File: config.mk
export PLATFORM = sky130hd
export DESIGN_NAME = ptWalker
export DESIGN_NICKNAME = d
export VERILOG_FILES = /design/src/rtl/ptwPkg.sv /design/src/rtl/ptwDatapath.sv /design/src/rtl/ptwCtrl.sv /design/src/rtl/ptWalker.sv
export SDC_FILE = /design/constraint.sdc
export NUM_CORES = 1
export LEC_CHECK = 0
export BUFFER_PORTS_ARGS = -buffer_cell sky130_fd_sc_hd__buf_4
export CORE_MARGIN = 4
export CORE_UTILIZATION = 39
export CTS_CLUSTER_SIZE = 20
export DETAILED_ROUTE_END_ITERATION = 10
export PLACE_DENSITY = 0.66
export SYNTH_ARGS = -nofsm -noshare
export SYNTH_HDL_FRONTEND = slang
export SYNTH_SLANG_ARGS = --single-unit
File: constraint.sdc
create_clock -name clk -period 6.4 [get_ports clk]
set_input_delay 0.64 -clock clk [delete_from_list [all_inputs] [get_ports clk]]
set_output_delay 0.64 -clock clk [all_outputs]
set_load 0.1 [all_outputs]
File: src/rtl/ptwPkg.sv
package ptwPkg;
  localparam int PTE_VALID_BIT = 0;
  localparam int PTE_READ_BIT  = 1;
  localparam int PTE_WRITE_BIT = 2;
  localparam int PTE_EXEC_BIT  = 3;
  localparam int RIGHTS_W      = 3;

  typedef enum logic [1:0] {
    FC_NONE       = 2'd0,
    FC_L1_INVALID = 2'd1,
    FC_L2_INVALID = 2'd2,
    FC_PERM       = 2'd3
  } faultCodeT;

  typedef enum logic [1:0] {
    ACC_READ  = 2'd0,
    ACC_WRITE = 2'd1,
    ACC_EXEC  = 2'd2,
    ACC_RSVD  = 2'd3
  } accessT;

  typedef struct packed {
    logic      captureReq;
    logic      captureL1;
    logic      captureRes;
    logic      useL2Addr;
    faultCodeT resCode;
  } ctrlStrobeT;
endpackage

File: src/rtl/ptwDatapath.sv
module ptwDatapath
  import ptwPkg::*;
#(
  parameter int PA_W     = 32,
  parameter int OFFSET_W = 12,
  parameter int ENT_LOG  = 2,
  localparam int IDX_W   = OFFSET_W - ENT_LOG,
  localparam int VA_W    = 2 * IDX_W + OFFSET_W,
  localparam int DATA_W  = 8 << ENT_LOG,
  localparam int PPN_W   = PA_W - OFFSET_W
) (
  input  logic                clk,
  input  logic                rstN,
  input  ctrlStrobeT          strobe,
  input  logic [VA_W-1:0]     reqVaddr,
  input  logic [1:0]          reqAccess,
  input  logic [PA_W-1:0]     rootBase,
  input  logic [DATA_W-1:0]   memRdata,
  output logic [PA_W-1:0]     memAddr,
  output logic                pteValid,
  output logic                permOk,
  output logic [PA_W-1:0]     physAddr,
  output logic [RIGHTS_W-1:0] resRights,
  output faultCodeT           faultCode
);
  logic [VA_W-1:0]     vaddrQ;
  accessT              accQ;
  logic [PPN_W-1:0]    l1PpnQ;
  logic [PA_W-1:0]     physAddrQ;
  logic [RIGHTS_W-1:0] rightsQ;
  faultCodeT           codeQ;

  logic [IDX_W-1:0]    idx1;
  logic [IDX_W-1:0]    idx2;
  logic [PA_W-1:0]     l1Addr;
  logic [PA_W-1:0]     l2Addr;
  logic [PPN_W-1:0]    entryPpn;
  logic                unusedPteBits;

  assign idx1     = vaddrQ[VA_W-1 -: IDX_W];
  assign idx2     = vaddrQ[OFFSET_W +: IDX_W];
  assign l1Addr   = rootBase + PA_W'({idx1, {ENT_LOG{1'b0}}});
  assign l2Addr   = {l1PpnQ, idx2, {ENT_LOG{1'b0}}};
  assign memAddr  = strobe.useL2Addr ? l2Addr : l1Addr;
  assign entryPpn = memRdata[DATA_W-1 -: PPN_W];
  assign pteValid = memRdata[PTE_VALID_BIT];
  assign unusedPteBits = ^memRdata[DATA_W-PPN_W-1:RIGHTS_W+1];

  always_comb begin
    case (accQ)
      ACC_READ:  permOk = memRdata[PTE_READ_BIT];
      ACC_WRITE: permOk = memRdata[PTE_WRITE_BIT];
      ACC_EXEC:  permOk = memRdata[PTE_EXEC_BIT];
      default:   permOk = 1'b0;
    endcase
  end

  always_ff @(posedge clk) begin
    if (!rstN) begin
      vaddrQ    <= '0;
      accQ      <= ACC_READ;
      l1PpnQ    <= '0;
      physAddrQ <= '0;
      rightsQ   <= '0;
      codeQ     <= FC_NONE;
    end else begin
      if (strobe.captureReq) begin
        vaddrQ <= reqVaddr;
        accQ   <= accessT'(reqAccess);
      end
      if (strobe.captureL1) l1PpnQ <= entryPpn;
      if (strobe.captureRes) begin
        codeQ <= strobe.resCode;
        if (strobe.resCode == FC_NONE) begin
          physAddrQ <= {entryPpn, vaddrQ[OFFSET_W-1:0]};
          rightsQ   <= memRdata[PTE_EXEC_BIT:PTE_READ_BIT];
        end else begin
          physAddrQ <= '0;
          rightsQ   <= '0;
        end
      end
    end
  end

  assign physAddr  = physAddrQ;
  assign resRights = rightsQ;
  assign faultCode = codeQ;
endmodule

File: src/rtl/ptwCtrl.sv
module ptwCtrl
  import ptwPkg::*;
(
  input  logic       clk,
  input  logic       rstN,
  input  logic       reqValid,
  input  logic       memAck,
  input  logic       pteValid,
  input  logic       permOk,
  output logic       reqReady,
  output logic       memRd,
  output logic       done,
  output ctrlStrobeT strobe
);
  typedef enum logic [1:0] {ST_IDLE, ST_L1, ST_L2, ST_RESP} stateT;
  stateT state, stateNext;

  always_comb begin
    stateNext = state;
    strobe    = '{captureReq: 1'b0, captureL1: 1'b0, captureRes: 1'b0,
                  useL2Addr: 1'b0, resCode: FC_NONE};
    reqReady  = 1'b0;
    memRd     = 1'b0;
    done      = 1'b0;
    case (state)
      ST_IDLE: begin
        reqReady = 1'b1;
        if (reqValid) begin
          strobe.captureReq = 1'b1;
          stateNext         = ST_L1;
        end
      end
      ST_L1: begin
        memRd = 1'b1;
        if (memAck) begin
          if (!pteValid) begin
            strobe.captureRes = 1'b1;
            strobe.resCode    = FC_L1_INVALID;
            stateNext         = ST_RESP;
          end else begin
            strobe.captureL1 = 1'b1;
            stateNext        = ST_L2;
          end
        end
      end
      ST_L2: begin
        memRd            = 1'b1;
        strobe.useL2Addr = 1'b1;
        if (memAck) begin
          strobe.captureRes = 1'b1;
          if (!pteValid)    strobe.resCode = FC_L2_INVALID;
          else if (!permOk) strobe.resCode = FC_PERM;
          else              strobe.resCode = FC_NONE;
          stateNext = ST_RESP;
        end
      end
      default: begin
        done      = 1'b1;
        stateNext = ST_IDLE;
      end
    endcase
  end

  always_ff @(posedge clk) begin
    if (!rstN) state <= ST_IDLE;
    else       state <= stateNext;
  end
endmodule

File: src/rtl/ptWalker.sv
module ptWalker
  import ptwPkg::*;
#(
  parameter int PA_W     = 32,
  parameter int OFFSET_W = 12,
  parameter int ENT_LOG  = 2,
  localparam int IDX_W   = OFFSET_W - ENT_LOG,
  localparam int VA_W    = 2 * IDX_W + OFFSET_W,
  localparam int DATA_W  = 8 << ENT_LOG
) (
  input  logic                clk,
  input  logic                rstN,
  input  logic                reqValid,
  input  logic [VA_W-1:0]     reqVaddr,
  input  logic [1:0]          reqAccess,
  input  logic [PA_W-1:0]     rootBase,
  output logic                reqReady,
  output logic                memRd,
  output logic [PA_W-1:0]     memAddr,
  input  logic                memAck,
  input  logic [DATA_W-1:0]   memRdata,
  output logic                done,
  output logic                fault,
  output logic [1:0]          faultCode,
  output logic [PA_W-1:0]     physAddr,
  output logic [RIGHTS_W-1:0] resRights
);
  ctrlStrobeT strobe;
  logic       pteValid;
  logic       permOk;
  faultCodeT  codeQ;

  ptwCtrl uCtrl (
    .clk      (clk),
    .rstN     (rstN),
    .reqValid (reqValid),
    .memAck   (memAck),
    .pteValid (pteValid),
    .permOk   (permOk),
    .reqReady (reqReady),
    .memRd    (memRd),
    .done     (done),
    .strobe   (strobe)
  );

  ptwDatapath #(.PA_W(PA_W), .OFFSET_W(OFFSET_W), .ENT_LOG(ENT_LOG)) uData (
    .clk       (clk),
    .rstN      (rstN),
    .strobe    (strobe),
    .reqVaddr  (reqVaddr),
    .reqAccess (reqAccess),
    .rootBase  (rootBase),
    .memRdata  (memRdata),
    .memAddr   (memAddr),
    .pteValid  (pteValid),
    .permOk    (permOk),
    .physAddr  (physAddr),
    .resRights (resRights),
    .faultCode (codeQ)
  );

  assign faultCode = codeQ;
  assign fault     = done && (codeQ != FC_NONE);
endmodule

==> impl_metrics.env, run 1 <==
export IMPL_place_ws_ns=2.747
export IMPL_die_area_um2=13960
export IMPL_clock_tree_buffer_depth=2
export IMPL_whs_ns=0.4534
export IMPL_ant_nets=0
export IMPL_die_h_um=118.2
export IMPL_ioPinCount=175
export IMPL_tightestPinTransition_ns=1.079
export IMPL_finalMaxSlewViolations=0
export IMPL_hpwl_mm=10.81
export IMPL_grtUsageMet1_pct=27.31
export IMPL_gr_usage_met3_pct=6.351
export IMPL_synthesis_nets=735
export IMPL_skew_ns=0.005312
export IMPL_clk_pin_slew_ns=0.06
export IMPL_fill_cells=1148
export IMPL_grt_pass1_vias=4804
export IMPL_nets=877
export IMPL_cp_required_ns=5.76
export IMPL_chipWidth_um=118.2
export IMPL_grt_max_degree=94
export IMPL_post_cts_buffers=0
export IMPL_seqPwrFrac_pct=25.0
export IMPL_portBuffers=166
export IMPL_htreeDepth=3
export IMPL_path_max_fanout=55
export IMPL_leakagePower_uw=0.002670
export IMPL_use_met2_pct=33.30
export IMPL_status="complete, no violations"
export IMPL_maxCapViolations=0
export IMPL_start_util_pct=40.59
export IMPL_drtPass1Iterations=5
export IMPL_mappedNetlistArea_um2=4733
export IMPL_cts_resized_gates=0
export IMPL_netSwitchingFraction_pct=50.73
export IMPL_synth_edf_count=0
export IMPL_ff2ff_setup_slack_ns=3.36
export IMPL_via_per_inst=5.526
export IMPL_rsz0062_at_grt="no"
export IMPL_root_buffer="clkbuf_16"
export IMPL_synth_area_per_cell_um2=7.659
export IMPL_cts_hold_buffers=0
export IMPL_syn_to_final_growth_pct=34.47
export IMPL_n_antenna_cell=0
export IMPL_synthFlopType="dfxtp_1"
export IMPL_core_um2=11660
export IMPL_cts_buffers=9
export IMPL_total_power_uw=2694
export IMPL_intPower_uw=1327
export IMPL_drt_wl_total_mm=14.92
export IMPL_tritoncts="yes"
export IMPL_drc=0
export IMPL_hold_class="reg2reg"
export IMPL_rows=39
export IMPL_fin_crit_ns=3.986
export IMPL_start_kind="register"
export IMPL_hold_viol_final=0
export IMPL_clock_fmax_ghz=0.2509
export IMPL_endpoint_kind="output pin"
export IMPL_seq_area_frac_synth_pct=39.33
export IMPL_fin_setup_tns_ns=0
export IMPL_grt_pass1_wl_mm=24.35
export IMPL_setup_viol=0
export IMPL_grt_antenna_before_repair=0
export IMPL_grt_usage_pct=20.98
export IMPL_top_usage_layer="met2"
export IMPL_drtIter0Drc=452
export IMPL_ys_warn_count=0
export IMPL_synthTopCellsByArea="dfxtp_1, nand2_1, a21oi_1, a22oi_1, nor2_1"
export IMPL_ir_drop_mv=0.2333
export IMPL_overflow=0
export IMPL_yosys_area_top_type_share_pct=39.33
export IMPL_p_comb_share_pct=53.7
export IMPL_clockPowerShare_pct=21.3
export IMPL_finalCritPeriodShare_pct=62.29
export IMPL_syn_inst=618
export IMPL_synth_cell_types=52
export IMPL_switching_power_uw=1367
export IMPL_insertion_delay_ns=0.34
export IMPL_slew_limit_headroom_pct=28.09
export IMPL_async_flop_share_pct=0
export IMPL_synth_top_area_cell="dfxtp_1"
export IMPL_fin_ws_ns=2.414
export IMPL_critical_path_class="reg2out"
export IMPL_place_gp_congestion=0.9014
export IMPL_power_density_nw_per_um2=423.3
export IMPL_routedWlPerCell_um=16.44
export IMPL_ys_ff_latch=93
export IMPL_drive_gt1_share_pct=25.75
export IMPL_vias=5018
export IMPL_crit_arrival_ns=3.35
export IMPL_cts_sinks=93
-- logic make-up (layout without fill, tap and decap cells) --
group | count (synthesis) | count (layout) | synth area share (%)
muxes | 5 | 5 | 1.216
DFF | 93 | 93 | 39.33
and+or+nand+nor | 271 | 271 | 26.46
adders and majority gates | 15 | 15 | 4.124
buffers and inverters | 52 | 199 | 4.309
AOI/OAI and AO/OA | 176 | 176 | 23.45
xor gates and xnor gates | 6 | 6 | 1.110
-- per-stage QoR --
step                cell area (um2)  cells  utilization (%)
finish                         6365    908            54.58
global route                   6365    908            54.58
CTS                            6365    908            54.58
detailed placement             6040    892            51.79
global placement               6040    892            51.79
floorplan                      4733    618                -
-- critical path: stages (launching register included) --
cell and delay [ns]:
dfxtp_1 0.34, inv_1 0.09, ha_2 0.90, inv_1 0.67, nand2_1 0.28, a31oi_1 0.07, a211oi_1 0.21, o211ai_1 0.17
buf_4 0.27
-- power groups by stage --
stage	sequential, uW	clock [uW]	combinational [uW]
2_1_floorplan	702	0	1110
3_3_place_gp	683	0	1430
3_5_place_dp	686	0	1450
4_1_cts	673	588	1450
5_1_grt	680	607	1530
6_report	673	575	1450
-- metal layers --
metal | wire length (um) | part of all wire [%]
met1 | 6548 | 44
met2 | 6784 | 45
met3 | 1382 | 9.3
met4 | 208 | 1.4
met5 | 0 | 0
-- cells in the final DEF, fill, tap and decap left out, types with 3 or more instances in the layout --
master	n
xnor2_1	4
a22o_1	7
nor2b_1	10
o21ai_0	19
nand3_1	23
nor2_1	55
clkbuf_16	9
a22oi_1	40
o31ai_1	8
and3_1	12
inv_1	11
dfxtp_1	93
nand4_1	3
nand3b_1	4
a211oi_1	3
nor4_1	5
a21oi_1	72
nand2_1	132
buf_4	171
or4_1	8
ha_1	13
a31oi_1	9
o211ai_1	6
and4_1	5
-- layout make-up --
cell class / instances / area, um2 / area share (%)
clock buffer: 10 / 239.0 / 3.755
clock inverter: 6 / 86.33 / 1.356
inverter: 12 / 45.04 / 0.7077
multi-input combinational: 473 / 2670 / 41.95
sequential: 93 / 1862 / 29.25
tap: 143 / 178.9 / 2.811
timing repair buffer: 171 / 1284 / 20.17
-- synthesized netlist by cell type (all sizes together) (3+ instances only) --
| library cell | n |
|---|---|
| nand3b | 4 |
| nor4 | 6 |
| nor2b | 10 |
| o211ai | 6 |
| inv | 12 |
| a22oi | 40 |
| nor2 | 55 |
| dfxtp | 93 |
| o21ai | 20 |
| or4 | 9 |
| o31ai | 8 |
| and4 | 5 |
| and3 | 12 |
| buf | 4 |
| nand4 | 3 |
| nand3 | 24 |
| a22o | 7 |
| mux2 | 3 |
| a211oi | 3 |
| nand2 | 132 |
| ha | 14 |
| a21oi | 72 |
| a31oi | 9 |
| xnor2 | 4 |
| clkbuf | 36 |
-- worst paths after layout --
| path | from | to | cells past startpoint |
|---|---|---|---|
| worst min register to register | uData.vaddrQ[12] | uData.vaddrQ[12] | 2 |
| worst max-delay path | uCtrl.state[0] | memAddr[29] | 8 |
| worst max register to register | uCtrl.state[0] | uData.physAddr[20] | 7 |
| worst min-delay path | uData.vaddrQ[12] | uData.vaddrQ[12] | 2 |
-- flip-flops by register name (all words and copies together) (netlist names) --
name / cells
uCtrl.state: 2
uData.l1PpnQ: 20
uData.resRights: 3
uData.vaddrQ: 32
uData.accQ: 2
uData.physAddr: 32
uData.faultCode: 2
Note: power is estimated with default switching activity, not from simulation.
==> run 2, diff against run 1 <==
--- a/config.mk
+++ b/config.mk
@@ -5,12 +5,13 @@
 export SDC_FILE = /design/constraint.sdc
 export NUM_CORES = 1
 export LEC_CHECK = 0
+export ABC_AREA = 1
 export BUFFER_PORTS_ARGS = -buffer_cell sky130_fd_sc_hd__buf_4
 export CORE_MARGIN = 4
 export CORE_UTILIZATION = 39
 export CTS_CLUSTER_SIZE = 20
 export DETAILED_ROUTE_END_ITERATION = 10
-export PLACE_DENSITY = 0.66
+export PLACE_DENSITY = 0.67
 export SYNTH_ARGS = -nofsm -noshare
 export SYNTH_HDL_FRONTEND = slang
 export SYNTH_SLANG_ARGS = --single-unit
==> constraint.sdc (replaced) <==
create_clock -name clk -period 3.6 [get_ports clk]
set_input_delay 0.36 -clock clk [delete_from_list [all_inputs] [get_ports clk]]
set_output_delay 0.36 -clock clk [all_outputs]
set_load 0.1 [all_outputs]
==> impl_metrics.env, run 2 <==
export IMPL_fin_setup_tns_ns=0
export IMPL_overflow=0
export IMPL_hpwl_mm=11.04
export IMPL_cts_sinks=93
export IMPL_skew_ns=0.004708
export IMPL_cp_required_ns=3.24
export IMPL_hold_path_cell_count=3
export IMPL_core_um2=12670
export IMPL_final_common_cell="nand2_1"
export IMPL_die_h_um=121.9
export IMPL_syn_to_final_growth_pct=32.49
export IMPL_endpoint_kind="output pin"
export IMPL_synth_edf_count=0
export IMPL_maxCapViolations=0
export IMPL_synth_top_area_cell="dfxtp_1"
export IMPL_synthFlopType="dfxtp_1"
export IMPL_place_inst=1075
export IMPL_clock_tree_buffer_depth=2
export IMPL_crit_arrival_ns=2.49
export IMPL_grt_pass1_wl_mm=23.18
export IMPL_tightestPinTransition_ns=1.127
export IMPL_insertion_delay_ns=0.34
export IMPL_drc=0
export IMPL_start_util_pct=39.90
export IMPL_grt_max_degree=58
export IMPL_cts_resized_gates=0
export IMPL_top_layer="met5"
export IMPL_nets=1031
export IMPL_synthTopCellsByArea="dfxtp_1, nand2_1, nor2_1, o21ai_0, inv_1"
export IMPL_ant_nets=0
export IMPL_tritoncts="yes"
export IMPL_synthesis_nets=883
export IMPL_critical_path_class="reg2out"
export IMPL_ioPinCount=175
export IMPL_r2r_start="uCtrl.state[0]"
export IMPL_vias=5148
export IMPL_grt_antenna_before_repair=1
export IMPL_dr_wl_met2_mm=6.705
export IMPL_r2r_cells=7
export IMPL_fin_area_um2=6699
export IMPL_place_gp_congestion=0.8991
export IMPL_hold_class="in2reg"
export IMPL_synth_common_cells="nand2_1, dfxtp_1, nor2_1"
export IMPL_setup_viol=0
export IMPL_ff2ff_setup_slack_ns=1.38
export IMPL_finalCritPeriodShare_pct=79.19
export IMPL_wl_met1_mm=6.841
export IMPL_leakagePower_uw=0.003176
export IMPL_power_density_nw_per_um2=757.3
export IMPL_drtIter0Drc=309
export IMPL_mappedNetlistArea_um2=5056
export IMPL_portBuffers=166
export IMPL_synth_cell_types=34
export IMPL_worstHoldStart="reqVaddr[13]"
export IMPL_via_per_inst=4.723
export IMPL_clk_pin_slew_ns=0.06
export IMPL_async_flop_share_pct=0
export IMPL_final_cell_mix="nand2_1, buf_4, dfxtp_1"
export IMPL_grt_usage_pct=19.57
export IMPL_chipWidth_um=121.9
export IMPL_cts_hold_buffers=0
export IMPL_rsz0062_at_grt="no"
export IMPL_status="complete, no violations"
export IMPL_syn_inst=766
export IMPL_rows=41
export IMPL_path_max_fanout=10
export IMPL_routedWlPerCell_um=13.42
export IMPL_dr_wl_met3_um=864
export IMPL_start_kind="register"
export IMPL_seq_area_frac_synth_pct=36.82
export IMPL_endpoint="memAddr[30]"
export IMPL_cts_buffers=9
export IMPL_drt_wl_total_mm=14.63
export IMPL_ir_drop_mv=0.7315
export IMPL_finalMaxSlewViolations=0
export IMPL_fin_crit_ns=2.851
export IMPL_yosys_area_top_type_share_pct=36.82
export IMPL_die_area_um2=14850
export IMPL_grt_pass1_vias=4730
export IMPL_clock_fmax_ghz=0.3508
export IMPL_htreeDepth=3
export IMPL_post_cts_buffers=0
export IMPL_dpl_cell_area_um2=6370
export IMPL_ys_warn_count=0
export IMPL_ys_ff_latch=93
export IMPL_slew_limit_headroom_pct=24.79
export IMPL_drtPass1Iterations=5
export IMPL_r2r_end="uData.resRights[1]"
export IMPL_fin_cells=1090
export IMPL_drive_gt1_share_pct=26.14
export IMPL_root_buffer="clkbuf_16"
export IMPL_n_antenna_cell=0
export IMPL_crit_path_start="uData.vaddrQ[22]"
export IMPL_yosysMostFrequentCell="nand2_1"
export IMPL_synth_area_per_cell_um2=6.601
export IMPL_hold_viol_final=0
==> run 2: cell types whose count changed after synthesis, moves of 9 or more <==
cell | before | now
nand2_1 | 132 | 218
inv_1 | 12 | 75
o21ai_0 | 19 | 66
a22oi_1 | 40 | 0
nor2_1 | 55 | 91
a21oi_1 | 72 | 48
nand2_2 | 0 | 24
nand3_1 | 23 | 46
a21oi_2 | 0 | 20
clkbuf_1 | 36 | 22
and3_1 | 12 | 0
nor2b_1 | 10 | 0
a31oi_1 | 9 | 0
==> run 2: layout make-up <==
class,instances,area [um2]
Fill cell,1311,5972
Timing Repair Buffer,169,1269
Sequential cell,93,1862
Multi-Input combinational cell,562,2728
Inverter,79,296.5
Clock inverter,5,100.1
Clock buffer,10,229.0
Tap cell,172,215.2
==> run 2: how the worst min path moves through the flow <==
| stage | end |
|---|---|
| floorplan | uData.l1PpnQ[16] |
| global placement | uData.l1PpnQ[19] |
| detailed placement | uData.l1PpnQ[14] |
| CTS | uData.vaddrQ[13] |
| global route | uData.physAddr[21] |
| finish | uData.vaddrQ[13] |
==> run 2: critical path, cell delays in order (launching register included) <==
cell and delay, ns:
dfxtp_1 0.31, ha_1 0.20, fa_1 0.41, nand3_1 0.10
nand2_1 0.11, nand3_1 0.11, nand3_2 0.20, nand2_1 0.11
nand2_1 0.05, nand2_1 0.06, nand2_1 0.05, o21ai_0 0.10
buf_4 0.32
==> run 2: where the power goes <==
part,switching (uW),leakage [uW],internal [uW]
Sequential,79.4,0.000758,1180
Clock,391,0.000162,673
Combinational,2140,0.00225,607
Total,2610,0.00318,2460
==> run 2: routing by layer <==
| layer | GRT usage, % | up-vias |
|---|---|---|
| li1 | - | 2724 |
| met4 | 4.902 | 2 |
| met2 | 30.90 | 127 |
| met5 | 0 | - |
| met1 | 26.47 | 2276 |
| met3 | 5.571 | 19 |
==> run 2: logic make-up after synthesis <==
kind of cell / synth area share, %
adders and majority gates: 3.860
buffers and inverters: 9.230
xor gates and xnor gates: 0.5198
and+or+nand+nor: 34.05
AOI/OAI and AO/OA: 15.52
DFF: 36.82
==> run 2: per-stage QoR <==
step	hold WS (ns)	total power, uW	utilization [%]	setup slack (ns)
CTS	0.2537	5114	52.87	0.7384
finish	0.2669	5073	52.87	0.7492
global route	0.2686	5334	52.87	0.5603
global placement	0.4344	4026	50.27	0.9440
floorplan	0.4234	3424	-	0.2198
detailed placement	0.4371	4042	50.27	0.9251
